$ cat config.mk
export PLATFORM = sky130hd
export DESIGN_NAME = rob_retire_unit
export DESIGN_NICKNAME = d
export VERILOG_FILES = /design/src/rtl/rob_pkg.sv /design/src/rtl/rob_ctrl.sv /design/src/rtl/rob_dp.sv /design/src/rtl/rob_retire_unit.sv
export SDC_FILE = /design/constraint.sdc
export NUM_CORES = 1
export LEC_CHECK = 0
export ABC_AREA = 1
export CAP_MARGIN = 20
export CORE_MARGIN = 4
export CORE_UTILIZATION = 53
export CTS_CLUSTER_DIAMETER = 60
export CTS_CLUSTER_SIZE = 25
export DETAILED_ROUTE_END_ITERATION = 6
export MAX_ROUTING_LAYER = met4
export PLACE_DENSITY = 0.84
export SLEW_MARGIN = 25
export SYNTH_ARGS = -nofsm -noshare
export SYNTH_HDL_FRONTEND = slang
export SYNTH_SLANG_ARGS = --single-unit
$ cat constraint.sdc
create_clock -name clk -period 4.85 [get_ports clk]
set_input_delay 0.7275 -clock clk [delete_from_list [all_inputs] [get_ports clk]]
set_output_delay 0.7275 -clock clk [all_outputs]
set_load 0.05 [all_outputs]
$ cat src/rtl/rob_pkg.sv
package rob_pkg;
  typedef struct packed {
    logic rsvEn;
    logic exeEn;
    logic retAny;
  } robStrobe_t;
endpackage

$ cat src/rtl/rob_ctrl.sv
module rob_ctrl
  import rob_pkg::*;
#(
  parameter int CAPACITY  = 6,
  parameter int UOP_W     = 4,
  parameter int RET_LANES = 2,
  parameter int IDX_W     = 3,
  parameter int CNT_W     = 3
) (
  input  logic                       rsvValid,
  input  logic [UOP_W-1:0]           rsvUops,
  input  logic                       exeValid,
  input  logic [IDX_W-1:0]           exeToken,
  input  logic [IDX_W-1:0]           head,
  input  logic [IDX_W-1:0]           tail,
  input  logic [CNT_W-1:0]           freeCnt,
  input  logic                       entLive [CAPACITY],
  input  logic                       entExec [CAPACITY],
  input  logic [CNT_W-1:0]           entSlots[CAPACITY],
  output robStrobe_t                 strobe,
  output logic                       rsvReady,
  output logic [CNT_W-1:0]           rsvSlots,
  output logic [IDX_W-1:0]           tailNext,
  output logic [IDX_W-1:0]           headNext,
  output logic [CNT_W-1:0]           retSlots,
  output logic                       retClr  [CAPACITY],
  output logic [RET_LANES-1:0]       retValid,
  output logic [RET_LANES*IDX_W-1:0] retTokens
);
  // step an index forward by n slots, wrapping without a modulo operator
  function automatic logic [IDX_W-1:0] advance(logic [IDX_W-1:0] idx, logic [CNT_W-1:0] n);
    logic [CNT_W:0] sum;
    sum = (CNT_W+1)'(idx) + (CNT_W+1)'(n);
    if (sum >= (CNT_W+1)'(CAPACITY)) sum = sum - (CNT_W+1)'(CAPACITY);
    return sum[IDX_W-1:0];
  endfunction

  always_comb begin
    if (rsvUops == '0)
      rsvSlots = CNT_W'(1);
    else if (int'(rsvUops) > CAPACITY)
      rsvSlots = CNT_W'(CAPACITY);
    else
      rsvSlots = CNT_W'(rsvUops);
  end

  assign rsvReady     = (freeCnt >= rsvSlots);
  assign strobe.rsvEn = rsvValid && rsvReady;
  assign strobe.exeEn = exeValid && (int'(exeToken) < CAPACITY);
  assign tailNext     = advance(tail, rsvSlots);

  always_comb begin
    logic [IDX_W-1:0] ptr;
    logic             go;
    ptr       = head;
    go        = 1'b1;
    retSlots  = '0;
    retValid  = '0;
    retTokens = '0;
    for (int c = 0; c < CAPACITY; c++) retClr[c] = 1'b0;
    for (int i = 0; i < RET_LANES; i++) begin
      retTokens[i*IDX_W +: IDX_W] = ptr;
      if (go && entLive[ptr] && entExec[ptr] && !retClr[ptr]) begin
        retValid[i] = 1'b1;
        retClr[ptr] = 1'b1;
        retSlots    = retSlots + entSlots[ptr];
        ptr         = advance(ptr, entSlots[ptr]);
      end else begin
        go = 1'b0;
      end
    end
    headNext      = ptr;
    strobe.retAny = retValid[0];
  end
endmodule

$ cat src/rtl/rob_dp.sv
module rob_dp
  import rob_pkg::*;
#(
  parameter int CAPACITY = 6,
  parameter int IDX_W    = 3,
  parameter int CNT_W    = 3
) (
  input  logic             clk,
  input  logic             rstN,
  input  robStrobe_t       strobe,
  input  logic [CNT_W-1:0] rsvSlots,
  input  logic [IDX_W-1:0] tailNext,
  input  logic [IDX_W-1:0] headNext,
  input  logic [CNT_W-1:0] retSlots,
  input  logic             retClr  [CAPACITY],
  input  logic [IDX_W-1:0] exeToken,
  output logic [IDX_W-1:0] head,
  output logic [IDX_W-1:0] tail,
  output logic [CNT_W-1:0] freeCnt,
  output logic             entLive [CAPACITY],
  output logic             entExec [CAPACITY],
  output logic [CNT_W-1:0] entSlots[CAPACITY]
);
  always_ff @(posedge clk) begin
    if (!rstN) begin
      head    <= '0;
      tail    <= '0;
      freeCnt <= CNT_W'(CAPACITY);
      for (int i = 0; i < CAPACITY; i++) begin
        entLive[i]  <= 1'b0;
        entExec[i]  <= 1'b0;
        entSlots[i] <= '0;
      end
    end else begin
      if (strobe.retAny) begin
        head <= headNext;
        for (int i = 0; i < CAPACITY; i++) begin
          if (retClr[i]) begin
            entLive[i] <= 1'b0;
            entExec[i] <= 1'b0;
          end
        end
      end
      if (strobe.exeEn) entExec[exeToken] <= 1'b1;
      if (strobe.rsvEn) begin
        entSlots[tail] <= rsvSlots;
        entExec[tail]  <= 1'b0;
        entLive[tail]  <= 1'b1;
        tail           <= tailNext;
      end
      freeCnt <= freeCnt - (strobe.rsvEn ? rsvSlots : '0) + retSlots;
    end
  end
endmodule

$ cat src/rtl/rob_retire_unit.sv
module rob_retire_unit
  import rob_pkg::*;
#(
  parameter int CAPACITY   = 6,
  parameter int MAX_RETIRE = 2,
  parameter int UOP_W      = 4,
  localparam int IDX_W     = (CAPACITY > 1) ? $clog2(CAPACITY) : 1,
  localparam int CNT_W     = $clog2(CAPACITY + 1),
  localparam int RET_LANES = (MAX_RETIRE == 0 || MAX_RETIRE > CAPACITY) ? CAPACITY : MAX_RETIRE
) (
  input  logic                       clk,
  input  logic                       rstN,
  input  logic                       rsvValid,
  input  logic [UOP_W-1:0]           rsvUops,
  output logic                       rsvReady,
  output logic [IDX_W-1:0]           rsvToken,
  output logic [CNT_W-1:0]           freeSlots,
  input  logic                       exeValid,
  input  logic [IDX_W-1:0]           exeToken,
  output logic [RET_LANES-1:0]       retValid,
  output logic [RET_LANES*IDX_W-1:0] retTokens
);
  robStrobe_t       strobe;
  logic [CNT_W-1:0] rsvSlots, retSlots, freeCnt;
  logic [IDX_W-1:0] head, tail, headNext, tailNext;
  logic             retClr  [CAPACITY];
  logic             entLive [CAPACITY];
  logic             entExec [CAPACITY];
  logic [CNT_W-1:0] entSlots[CAPACITY];

  rob_ctrl #(
    .CAPACITY(CAPACITY), .UOP_W(UOP_W), .RET_LANES(RET_LANES), .IDX_W(IDX_W), .CNT_W(CNT_W)
  ) u_ctrl (
    .rsvValid(rsvValid), .rsvUops(rsvUops), .exeValid(exeValid), .exeToken(exeToken),
    .head(head), .tail(tail), .freeCnt(freeCnt),
    .entLive(entLive), .entExec(entExec), .entSlots(entSlots),
    .strobe(strobe), .rsvReady(rsvReady), .rsvSlots(rsvSlots),
    .tailNext(tailNext), .headNext(headNext), .retSlots(retSlots),
    .retClr(retClr), .retValid(retValid), .retTokens(retTokens)
  );

  rob_dp #(
    .CAPACITY(CAPACITY), .IDX_W(IDX_W), .CNT_W(CNT_W)
  ) u_dp (
    .clk(clk), .rstN(rstN), .strobe(strobe), .rsvSlots(rsvSlots),
    .tailNext(tailNext), .headNext(headNext), .retSlots(retSlots),
    .retClr(retClr), .exeToken(exeToken),
    .head(head), .tail(tail), .freeCnt(freeCnt),
    .entLive(entLive), .entExec(entExec), .entSlots(entSlots)
  );

  assign rsvToken  = tail;
  assign freeSlots = freeCnt;
endmodule

==> flow_summary.ini, run 1 <==
[outcome]
status = complete, but fails checks
violations = setup timing

[yosys]
yosysTopAreaCell = dfxtp_1
ys_warn_count = 0
synth_edf_count = 0
yosys.cell_types.count = 41
mappedNetlistArea_sq_um = 3120
yosys-top-cells-count = nand2_1 (79), inv_1 (74), a21oi_1 (39), dfxtp_1 (39), nand3_1 (39)
synth_cells = 455
synth_fp_nets = 486
async_flop_share = 0
ys.flop_type = dfxtp_1
syn_area_per_cell_sq_um = 6.86
synth.top_cell.area_share = 0.250
synth.area.top_cells = dfxtp_1 (25%), nand2_1 (9.5%), inv_1 (8.9%)
synth_most_common_cell = nand2_1
yosysSeqAreaShare = 0.250
ys_seq_elements = 39

[worst_setup_path]
cp_top_family = adder cells
arrival_ps = 5840
rr_worst_depth = 32
worstSetupEndpointType = flip-flop
critPathSlowestCell = fa_1
startpoint_type = flip-flop
crit_required_ps = 5040
worst-path-stages = 32
cp_max_fo = 5
slowest_delay_ps = 500
path_buf_inv = 6
crit_type = reg2reg

[route]
wl_per_cell_um = 18.6
wirelength_um = 11700
detail-route-antenna-nets = 0
first_iter_violations = 453
drc_errors = 0
viasPerCell = 5.99
dr.pass1.iters = 6
vias = 3774

[sta]
maxSlewViolCount = 0
finalSetupViolations = 4
hold_viol = 0
fin_setup_tns_ps = -1910
clock.fmax_ghz = 0.177
layout_setup_ws_ps = -796
skew_ps = 7.26
fin_crit_sh = 1.16
min_period_ps = 5650
tightest_slew_ps = 640
rsz0062_at_grt = true
relSlewSlack = 0.573

[grt]
grt_start_max_net_pins = 30
grt.total_usage = 0.304
grt_pass1_wl_um = 16900
grt_pass1_vias = 3421
grt_overflow = 0
antenna_found_initial = 0

[clock_network]
clkSlewWorstSetupHoldPaths_ps = 80
clock_sinks = 39
cts.htree.levels = 2
clk_latency_ps = 300
cts_buffers = 5
clk_path_buf_depth = 2
cts_tree = built
cts_hold_buf = 0
cts_root_buffer = clkbuf_8

[floorplanning]
die_w_um = 84.7
initial_core_util = 0.556
io_pins = 26
die_y_um = 84.7
core_area_sq_um = 5610
die_area_sq_um = 7180
placementRows = 27

[layout]
diodes = 0
drive_gt1_frac = 0.314
fin_util = 0.778
instances_no_fill = 630
layout.nets = 588
area_growth_pct = 39.8
design_area_sq_um = 4360

[power]
total_leakage_power_nw = 1.92
p_per_area_nw_per_um2 = 346
ir_drop_mv = 0.325

[min_path]
hold_class = reg2reg
hold_depth = 2

[placement]
dpl.hpwl_um = 7440
dp_cells = 603
port_buffers = 25
post-place-ws_ps = -624
gp_congestion = 0.951
placedInstanceArea_sq_um = 3930

[flow_run]
drv_cap = 0
-- metal layers --
layer | track usage | part of all wire | up-vias
met2 | 0.488 | 0.47 | 267
met4 | 0.127 | 0.055 | 0
li1 | - | - | 1703
met3 | 0.0461 | 0.088 | 81
met1 | 0.381 | 0.39 | 1723
met5 | - | 0 | -
-- layout by cell type, fill, tap and decap left out, types with 11 or more instances in the layout --
| master | instances |
|---|---|
| inv_2 | 16 |
| nand4_1 | 19 |
| ha_1 | 12 |
| buf_4 | 70 |
| nand2_2 | 13 |
| buf_6 | 11 |
| nand3_1 | 38 |
| a21oi_1 | 38 |
| nand2_1 | 75 |
| dfxtp_1 | 36 |
| inv_1 | 65 |
| o21ai_0 | 22 |
| clkdlybuf4s50_1 | 24 |
| nor2_1 | 22 |
-- cells by family after synthesis --
family                   Yosys count  synth area share
AO/OA/AOI/OAI                     93             0.168
XOR/XNOR                           7            0.0196
adder cells (fa/ha/maj)           20            0.0946
buffers and inverters             95             0.131
flip-flops                        39             0.250
AND/OR/NAND/NOR                  201             0.336
-- where the power goes --
part           total, mW  switching [mW]  internal, mW  leakage [nW]
clock network      0.299           0.129         0.169        0.0618
registers          0.406          0.0408         0.365         0.320
logic              0.804           0.458         0.346          1.54
-- flip-flops by register name, indices dropped and copies added (netlist names) --
name / cells
u_dp.entExec: 6
u_dp.head: 3
u_dp.freeCnt: 3
u_dp.entSlots: 18
u_dp.tail: 3
u_dp.entLive: 6
-- stage by stage --
step	hold slack, ps	total power [mW]
after CTS	473	1.41
final	478	1.51
after floorplan	437	0.848
after detailed placement	460	1.06
after global placement	458	1.03
after global routing	492	1.59
-- layout make-up --
cell class	count	area, sq um
clock inverters	2	38.8
inverters	84	329
repair buffers	106	910
clock buffers	6	82.6
multi-input cells	321	2120
flip-flops and latches	39	792
fillers	353	1240
well taps	72	90.1
-- worst reg2reg max path: cells and delay by family (launching register included) --
family	cells	cell delay, ps
adder cells (fa/ha/maj)	5	1910
buffers and inverters	6	510
AO/OA/AOI/OAI	8	1030
AND/OR/NAND/NOR	10	1080
XOR/XNOR	3	550
flip-flops	1	420
-- path summary, 6_finish.rpt --
kind                                       start                        endpoint  slack [ps]
setup / recovery       u_dp.head[1]$_SDFFE_PN0P_      u_dp.freeCnt[2]$_SDFF_PN1_        -800
hold reg to reg   u_dp.entSlots[14]$_SDFFE_PN0P_  u_dp.entSlots[14]$_SDFFE_PN0P_         480
hold / removal    u_dp.entSlots[14]$_SDFFE_PN0P_  u_dp.entSlots[14]$_SDFFE_PN0P_         480
setup reg to reg       u_dp.head[1]$_SDFFE_PN0P_      u_dp.freeCnt[2]$_SDFF_PN1_        -800
-- repair_timing --
item,4_1_cts,5_1_grt
endpoints found under the setup margin,2,4
pin swaps,10,21
resized for setup,12,28
endpoints found under the hold margin,0,0
buffers inserted,13,13
Power figures use the tool's default switching activity.
==> run 2: changes to the inputs <==
- CORE_UTILIZATION: 53 -> 55
- PLACE_DENSITY: 0.84 -> 0.83
- clock period: 4.85 -> 5.2 ns (I/O delays scaled with it)
==> run 2 against run 1 <==
Effect of this change:
- the run still ends with setup timing left
- wire length down 8.1%
- critical path depth up 9
- register-to-register slack better by 420 ps
- total power down 9.0%
- sequential share of layout area up 0.61 points
- sequential power down 6.4%
- core utilization down 1.1 points
- maximum frequency up 1.2%
- die area down 3.3%
- hold slack better by 5.8 ps
- global-route usage up 0.77 points
- critical path type unchanged
- largest power group unchanged
- highest routed layer unchanged
==> flow_summary.ini, run 2 (synthesized netlist as in run 1, its figures left out) <==
[worst_setup_path]
reg2reg_to = u_dp.head[2]$_SDFFE_PN0P_
cp_max_fo = 4
slowest_delay_ps = 600
r2r_slack_ps = -380
worstSetupEndpointType = flip-flop
worstReg2RegStart = u_dp.head[2]$_SDFFE_PN0P_
crit_top_cell = buf_4
critPathSlowestCell = fa_2
crit_path_start = u_dp.head[2]$_SDFFE_PN0P_
crit_type = reg2reg
path_buf_inv = 21
cp_top_family = buffers and inverters
arrival_ps = 5810
crit_required_ps = 5430
rr_worst_depth = 41
startpoint_type = flip-flop

[route]
dr.pass1.iters = 5
detail-route-antenna-nets = 0
wirelength_um = 10700
vias = 3555
viasPerCell = 5.76
wl_per_cell_um = 17.4
first_iter_violations = 322
drc_errors = 0

[sta]
tightest_slew_ps = 633
finalSetupViolations = 3
whs_ps = 484
clock.fmax_ghz = 0.179
layout_setup_ws_ps = -378
rsz0062_at_grt = true
skew_ps = 5.33
fin_crit_sh = 1.07
maxSlewViolCount = 0
relSlewSlack = 0.577
hold_viol = 0
min_period_ps = 5580

[floorplanning]
placementRows = 27
die_w_um = 83.3
die_y_um = 83.3
io_pins = 26
initial_core_util = 0.567
die_area_sq_um = 6940
core_area_sq_um = 5510

[clock_network]
cts_buffers = 5
cts.htree.levels = 2
cts_tree = built
clock_sinks = 39
cts_root_buffer = clkbuf_8
clk_latency_ps = 310
clkSlewWorstSetupHoldPaths_ps = 90
clk_path_buf_depth = 2

[power]
p_per_area_nw_per_um2 = 325
total_leakage_power_nw = 1.84
ir_drop_mv = 0.288

[grt]
grt_pass1_vias = 3345
grt_start_max_net_pins = 30
grt.total_usage = 0.312
antenna_found_initial = 1
grt_overflow = 0
grt_pass1_wl_um = 16800

[placement]
dp_cells = 583
dpl.hpwl_um = 7290
post-place-ws_ps = -301
placedInstanceArea_sq_um = 3780
port_buffers = 25
gp_congestion = 0.995

[outcome]
violations = setup timing
status = complete, but fails checks

[layout]
layout.nets = 574
instances_no_fill = 617
mostFrequentLayoutCell = nand2_1
drive_gt1_frac = 0.307
largest_reg_flops = 18
design_area_sq_um = 4220
largestRegisters = u_dp.entSlots (18), u_dp.entExec (6), u_dp.entLive (6)
layout_common_cells = nand2_1 (72), inv_1 (66), buf_4 (65)
max_flop_register = u_dp.entSlots
area_growth_pct = 35.3

[min_path]
worstHoldStart = u_dp.entExec[4]$_SDFF_PN0_
worstHoldEndpoint = u_dp.entExec[4]$_SDFF_PN0_
hold_depth = 2
hold_class = reg2reg

[flow_run]
drv_cap = 0
-- run 2: area by class of cell --
cell class / count / area, sq um
tap: 72 / 90.1
antenna: 1 / 2.50
multi-input combinational: 321 / 2120
fill: 414 / 1280
inverter: 84 / 332
clock inverter: 3 / 46.3
sequential: 39 / 792
clock buffer: 5 / 68.8
timing repair buffer: 92 / 772
-- run 2: worst reg2reg max path: cells and delay by family (launching register included) --
kind                     cells  cell delay, ps
flip-flops                   1             400
adder cells (fa/ha/maj)      3            1360
AO/OA/AOI/OAI                5             820
AND/OR/NAND/NOR             12             840
buffers and inverters       21            2070
-- run 2: worst max path at each step --
stage | endpoint | slack (ps) | depth (start not counted)
after CTS | u_dp.freeCnt[2]$_SDFF_PN1_ | -170 | 33
after floorplan | u_dp.freeCnt[2]$_SDFF_PN1_ | -70 | 34
after global routing | u_dp.freeCnt[2]$_SDFF_PN1_ | -580 | 34
after global placement | u_dp.freeCnt[2]$_SDFF_PN1_ | -120 | 31
after detailed placement | u_dp.freeCnt[2]$_SDFF_PN1_ | -300 | 33
final | u_dp.head[2]$_SDFFE_PN0P_ | -380 | 41
-- run 2: what timing repair did --
action,in CTS,in global routing
resized for setup,13,21
gates cloned,0,0
pin swaps,19,18
buffers inserted,18,7
hold buffers,0,0
setup endpoints to repair,1,5
-- run 2: through the flow --
step / setup TNS, ps / utilization / power (mW)
floorplan: -69.0 / - / 0.791
global placement: -124 / 0.687 / 0.961
detailed placement: -301 / 0.687 / 0.982
CTS: -259 / 0.743 / 1.32
global route: -1640 / 0.767 / 1.45
finish: -931 / 0.767 / 1.37
-- run 2: power breakdown --
part / leakage, nW / switching, mW / internal, mW / total, mW
Combinational: 1.47 / 0.405 / 0.314 / 0.720
Clock: 0.0548 / 0.128 / 0.145 / 0.273
Sequential: 0.320 / 0.0396 / 0.340 / 0.380
-- run 2: per-layer routing --
metal / routed length [um] / up-vias / track usage
met5: 0 / - / -
met4: 448 / 0 / 0.128
met3: 1100 / 47 / 0.0694
met2: 4880 / 215 / 0.480
met1: 4320 / 1612 / 0.396
li1: - / 1681 / -
